File: config.mk
export PLATFORM = sky130hd
export DESIGN_NAME = dram_burst_seq
export DESIGN_NICKNAME = d
export VERILOG_FILES = /design/src/rtl/dram_seq_pkg.sv /design/src/rtl/dseq_addr_split.sv /design/src/rtl/dseq_col_step.sv /design/src/rtl/dseq_burst_ctrl.sv /design/src/rtl/dram_burst_seq.sv
export SDC_FILE = /design/constraint.sdc
export NUM_CORES = 1
export LEC_CHECK = 0
export BUFFER_PORTS_ARGS = -buffer_cell sky130_fd_sc_hd__buf_2
export CAP_MARGIN = 40
export CORE_AREA = 2 2 75 77
export DETAILED_ROUTE_END_ITERATION = 16
export DIE_AREA = 0 0 77 79
export GPL_TIMING_DRIVEN = 0
export SETUP_SLACK_MARGIN = 0.2
export SLEW_MARGIN = 20
export SYNTH_ARGS = -nofsm -noshare
export SYNTH_HDL_FRONTEND = slang
export SYNTH_HIERARCHICAL = 1
export SYNTH_SLANG_ARGS = --single-unit
File: constraint.sdc
create_clock -name clk -period 3.3 [get_ports clk]
set_input_delay 0.495 -clock clk [delete_from_list [all_inputs] [get_ports clk]]
set_output_delay 0.495 -clock clk [all_outputs]
set_load 0.03 [all_outputs]
File: src/rtl/dram_seq_pkg.sv
package dram_seq_pkg;
  localparam int ADDR_W   = 32;
  localparam int COL_LSB  = 3;
  localparam int COL_W    = 9;
  localparam int BANK_LSB = COL_LSB + COL_W;
  localparam int BANK_W   = 2;
  localparam int ROW_LSB  = BANK_LSB + BANK_W;
  localparam int ROW_W    = 13;
  localparam int RANK_LSB = ROW_LSB + ROW_W;
  localparam int RANK_W   = 2;
  localparam int SEL_W    = 2;
  localparam int MAX_LOG  = 3;
  localparam int CNT_W    = MAX_LOG;

  typedef struct packed {
    logic [RANK_W-1:0] rank;
    logic [BANK_W-1:0] bank;
    logic [ROW_W-1:0]  row;
    logic [COL_W-1:0]  col;
  } dram_loc_t;
endpackage

File: src/rtl/dseq_addr_split.sv
module dseq_addr_split
  import dram_seq_pkg::*;
(
  input  logic [ADDR_W-1:0] addr,
  output dram_loc_t         loc
);
  // fixed field extraction; R2/R6: unused upper and byte-offset bits dropped
  always_comb begin
    loc.rank = addr[RANK_LSB +: RANK_W];
    loc.bank = addr[BANK_LSB +: BANK_W];
    loc.row  = addr[ROW_LSB  +: ROW_W];
    loc.col  = addr[COL_LSB  +: COL_W];
  end
endmodule

File: src/rtl/dseq_col_step.sv
module dseq_col_step #(
  parameter int COL_W = 9,
  parameter int SEL_W = 2
) (
  input  logic [COL_W-1:0] col_in,
  input  logic [SEL_W-1:0] len_log,
  output logic [COL_W-1:0] col_out
);
  logic [COL_W-1:0] col_inc;
  assign col_inc = col_in + 1'b1;

  // bits below len_log take the incremented value, the rest hold
  for (genvar i = 0; i < COL_W; i++) begin : g_bit
    assign col_out[i] = (i < int'(len_log)) ? col_inc[i] : col_in[i];
  end
endmodule

File: src/rtl/dseq_burst_ctrl.sv
module dseq_burst_ctrl #(
  parameter int SEL_W = 2,
  parameter int CNT_W = 3
) (
  input  logic             clk,
  input  logic             rst,
  input  logic             req_valid,
  input  logic [SEL_W-1:0] sel_in,
  input  logic             beat_ready,
  output logic             req_ready,
  output logic             accept,
  output logic             beat_valid,
  output logic             beat_last,
  output logic             advance,
  output logic [SEL_W-1:0] len_log
);
  typedef enum logic {ST_IDLE, ST_BURST} st_t;

  st_t             state;
  logic [CNT_W-1:0] beat_cnt;
  logic [CNT_W-1:0] last_idx;

  assign req_ready  = (state == ST_IDLE);
  assign accept     = req_valid && req_ready;
  assign beat_valid = (state == ST_BURST);
  assign last_idx   = CNT_W'((1 << len_log) - 1);
  assign beat_last  = beat_valid && (beat_cnt == last_idx);
  assign advance    = beat_valid && beat_ready;

  always_ff @(posedge clk) begin
    if (rst) begin
      state    <= ST_IDLE;
      beat_cnt <= '0;
      len_log  <= '0;
    end else begin
      case (state)
        ST_IDLE: if (accept) begin
          state    <= ST_BURST;
          beat_cnt <= '0;
          len_log  <= sel_in;   // length captured at acceptance
        end
        ST_BURST: if (advance) begin
          if (beat_last) state <= ST_IDLE;
          else           beat_cnt <= beat_cnt + 1'b1;
        end
        default: state <= ST_IDLE;
      endcase
    end
  end
endmodule

File: src/rtl/dram_burst_seq.sv
module dram_burst_seq
  import dram_seq_pkg::*;
(
  input  logic              clk,
  input  logic              rst,
  input  logic [SEL_W-1:0]  burst_sel,
  input  logic              req_valid,
  output logic              req_ready,
  input  logic [ADDR_W-1:0] req_addr,
  output logic              beat_valid,
  input  logic              beat_ready,
  output logic [RANK_W-1:0] beat_rank,
  output logic [BANK_W-1:0] beat_bank,
  output logic [ROW_W-1:0]  beat_row,
  output logic [COL_W-1:0]  beat_col,
  output logic              beat_last
);
  dram_loc_t        dec_loc;
  dram_loc_t        cur_loc;
  logic [COL_W-1:0] next_col;
  logic             accept;
  logic             advance;
  logic [SEL_W-1:0] len_log;

  dseq_addr_split u_split (
    .addr (req_addr),
    .loc  (dec_loc)
  );

  dseq_burst_ctrl #(.SEL_W(SEL_W), .CNT_W(CNT_W)) u_ctrl (
    .clk        (clk),
    .rst        (rst),
    .req_valid  (req_valid),
    .sel_in     (burst_sel),
    .beat_ready (beat_ready),
    .req_ready  (req_ready),
    .accept     (accept),
    .beat_valid (beat_valid),
    .beat_last  (beat_last),
    .advance    (advance),
    .len_log    (len_log)
  );

  dseq_col_step #(.COL_W(COL_W), .SEL_W(SEL_W)) u_step (
    .col_in  (cur_loc.col),
    .len_log (len_log),
    .col_out (next_col)
  );

  // location loads on acceptance; column steps on each non-final handshake
  always_ff @(posedge clk) begin
    if (rst) begin
      cur_loc <= '0;
    end else if (accept) begin
      cur_loc <= dec_loc;
    end else if (advance && !beat_last) begin
      cur_loc.col <= next_col;
    end
  end

  assign beat_rank = cur_loc.rank;
  assign beat_bank = cur_loc.bank;
  assign beat_row  = cur_loc.row;
  assign beat_col  = cur_loc.col;
endmodule

==> impl_metrics.py <==
metrics = {
    "setup_path": {
        "crit_type": "flop to output port",
        "endpoint_kind": "output port",
        "cp.required_ps": 2800,
        "r2r_end": "beat_col[6]",
        "rr_startpoint": "u_ctrl/len_log[1]",
        "cp_max_fo": 9,
        "reg2regPathDepth": 8,
        "rrSetupSlack_ps": 1130,
        "critPathArrivalTime_ps": 1970,
        "start_kind": "flop",
    },
    "layout": {
        "drive_gt1_frac": 0.416,
        "antenna_cells": 0,
        "nFillCells": 572,
        "final_nets": 277,
        "area_growth_pct": 20.4,
    },
    "clock_tree": {
        "cts-buffers-inserted": 5,
        "holdBufCountCts": 0,
        "clock-sinks": 32,
        "clk_pin_slew_ps": 70,
        "cts_tree": "built",
        "cts_setup_buffers": 0,
        "htreeDepth": 2,
        "cts_resized": 0,
        "clockBufferDepth": 2,
        "cts-root-buf": "clkbuf_8",
        "clk_latency_ps": 280,
    },
    "drt": {
        "first_pass_iters": 4,
        "wl_per_cell_um": 11.8,
        "drtIter0Drc": 34,
        "routed_via_density": 4.49,
        "drtAntennaViolNets": 0,
        "drc": 0,
        "dr_total_vias": 1392,
        "wl_mm": 3.66,
    },
    "timing": {
        "worst_slew_pin_slew_ps": 369,
        "skew_ps": 3.69,
        "timing.slew.headroom": 0.754,
        "period_minus_slack_ps": 2470,
        "hold_violations": 0,
        "fmax_mhz": 405,
        "post-route-period-util": 0.747,
        "final-max-slew-violation-count": 0,
        "tns_ps": 0,
        "hold_slack_ps": 443,
        "rsz0062_at_grt": "no",
        "finalSetupViolCount": 0,
    },
    "synth": {
        "syn_area_um2": 1810,
        "syn_nets": 236,
        "yosysWarnings": 6,
        "synthArstFlopShare": 0,
        "synth_area_leader_cell": "dfxtp_1",
        "ys_top_cells_by_count": "buf_4, dfxtp_1, nor2_1",
        "synthMostInstantiatedCell": "buf_4",
        "synthCells": 196,
        "yosys.area.top_type_share": 0.355,
        "synth_area_per_cell_um2": 9.21,
        "yosysSeqAreaShare": 0.355,
        "ys_ff_latch": 32,
        "synth_edf_count": 0,
        "synth_cell_type_count": 31,
        "synthFlopType": "dfxtp_1",
        "yosys-top-cells-area": "dfxtp_1, buf_4, mux2i_1",
    },
    "floorplan": {
        "boundaryPins": 67,
        "start_util": 0.338,
        "core-area_um2": 5340,
        "die_area_um2": 6080,
        "fp.dieW_um": 77,
        "die_y_um": 79,
        "rows": 27,
    },
    "grt": {
        "gr-usage-all-layers": 0.129,
        "grt_max_degree": 15,
        "grt_pass1_wl_mm": 6.18,
        "antenna_found_initial": 0,
        "grt_pass1_vias": 1313,
        "grt_overflow": 0,
    },
    "hold_path": {
        "whs_path_depth": 3,
        "hold_path.class": "input pin to flop",
        "min_to": "beat_row[12]",
        "hp-start": "req_addr[26]",
    },
    "place": {
        "hpwlAfterDp_mm": 2.62,
        "globalplace.congestion": 0.703,
        "port_buffers": 34,
    },
    "power": {
        "ir_drop_mv": 0.208,
        "leakage_nw": 1.03,
        "power_density_nw_per_um2": 486,
    },
    "run": {
        "maxCapViolCount": 0,
    },
    "outcome": {
        "status": "completed",
    },
}
==> state kept, by name, summed over array words and instances (netlist names) <==
| signal | count |
|---|---|
| u_ctrl/len_log | 2 |
| beat_row | 13 |
| u_ctrl/beat_cnt | 3 |
| beat_rank | 2 |
| u_ctrl/beat_valid | 1 |
| beat_bank | 2 |
| beat_col | 9 |
==> power by group <==
group | total, mW | switching [mW] | internal (mW)
clock network | 0.371 | 0.147 | 0.224
logic | 0.252 | 0.141 | 0.110
registers | 0.434 | 0.0201 | 0.414
==> routing by layer <==
layer / share of wire / GRT usage / vias up / wire length [um]
li1: - / - / 718 / -
met1: 0.47 / 0.162 / 629 / 1730
met2: 0.45 / 0.205 / 39 / 1660
met3: 0.054 / 0.0364 / 6 / 198
met4: 0.021 / 0.0607 / 0 / 75
met5: 0 / 0 / - / 0
==> worst max path at each step <==
stage	end	slack [ps]	from
floorplan	beat_col[6]	910	u_ctrl/len_log[1]
global placement	beat_last	1160	u_ctrl/len_log[1]
detailed placement	beat_last	1130	u_ctrl/len_log[1]
CTS	beat_last	810	u_ctrl/len_log[1]
global route	beat_last	730	u_ctrl/len_log[1]
finish	beat_last	830	u_ctrl/len_log[1]
==> area by class of cell <==
type / instances / area [um^2] / share of cell area
Inverter: 13 / 48.8 / 0.0225
Sequential cell: 32 / 641 / 0.295
Clock inverter: 2 / 35.0 / 0.0161
Multi-Input combinational cell: 107 / 768 / 0.353
Tap cell: 72 / 90.1 / 0.0415
Clock buffer: 6 / 72.6 / 0.0334
Timing Repair Buffer: 34 / 170 / 0.0783
Buffer: 44 / 348 / 0.160
==> through the flow <==
step	total power, mW	setup slack (ps)	utilization	std cells	cell area (um^2)
after floorplan	0.640	912	-	196	1810
after global placement	0.694	1160	0.387	302	2070
after CTS	1.08	806	0.407	310	2170
final	1.06	834	0.407	310	2170
after global routing	1.11	727	0.407	310	2170
after detailed placement	0.697	1130	0.387	302	2070
==> cell usage in the layout (no fill, tap or decap) <==
cell,instances
and3_1,1
and4_2,1
a31oi_1,2
a21oi_1,4
clkinv_2,1
nor2_1,23
clkbuf_2,1
a2111oi_2,9
nand4_1,1
mux2_4,1
o2111ai_1,1
ha_1,2
dfxtp_1,32
clkbuf_1,1
a21o_1,1
inv_1,13
nand3_1,3
buf_2,35
nor4b_1,1
nand2b_1,3
nor3b_1,1
o21a_1,2
nor2b_4,1
or4_4,1
buf_6,6
clkbuf_8,5
bufinv_16,1
and4bb_1,1
xnor2_1,2
nand2_1,7
o22ai_1,1
buf_4,36
nor3_1,20
o31ai_2,1
mux2i_1,17
==> kinds of logic after synthesis <==
kind of cell,synth area share
flip-flops,0.355
AO/OA/AOI/OAI,0.121
AND/OR/NAND/NOR,0.179
buffers and inverters,0.220
adder cells (fa/ha/maj),0.0139
XOR/XNOR,0.00970
multiplexers,0.103
==> worst max-delay path, stage by stage, from the launching register on <==
cell     delay [ps]
dfxtp_1         350
buf_6           150
or4_4           480
o21a_1          220
nor2_1          230
buf_2           250
Note: power is estimated with default switching activity, not from simulation.
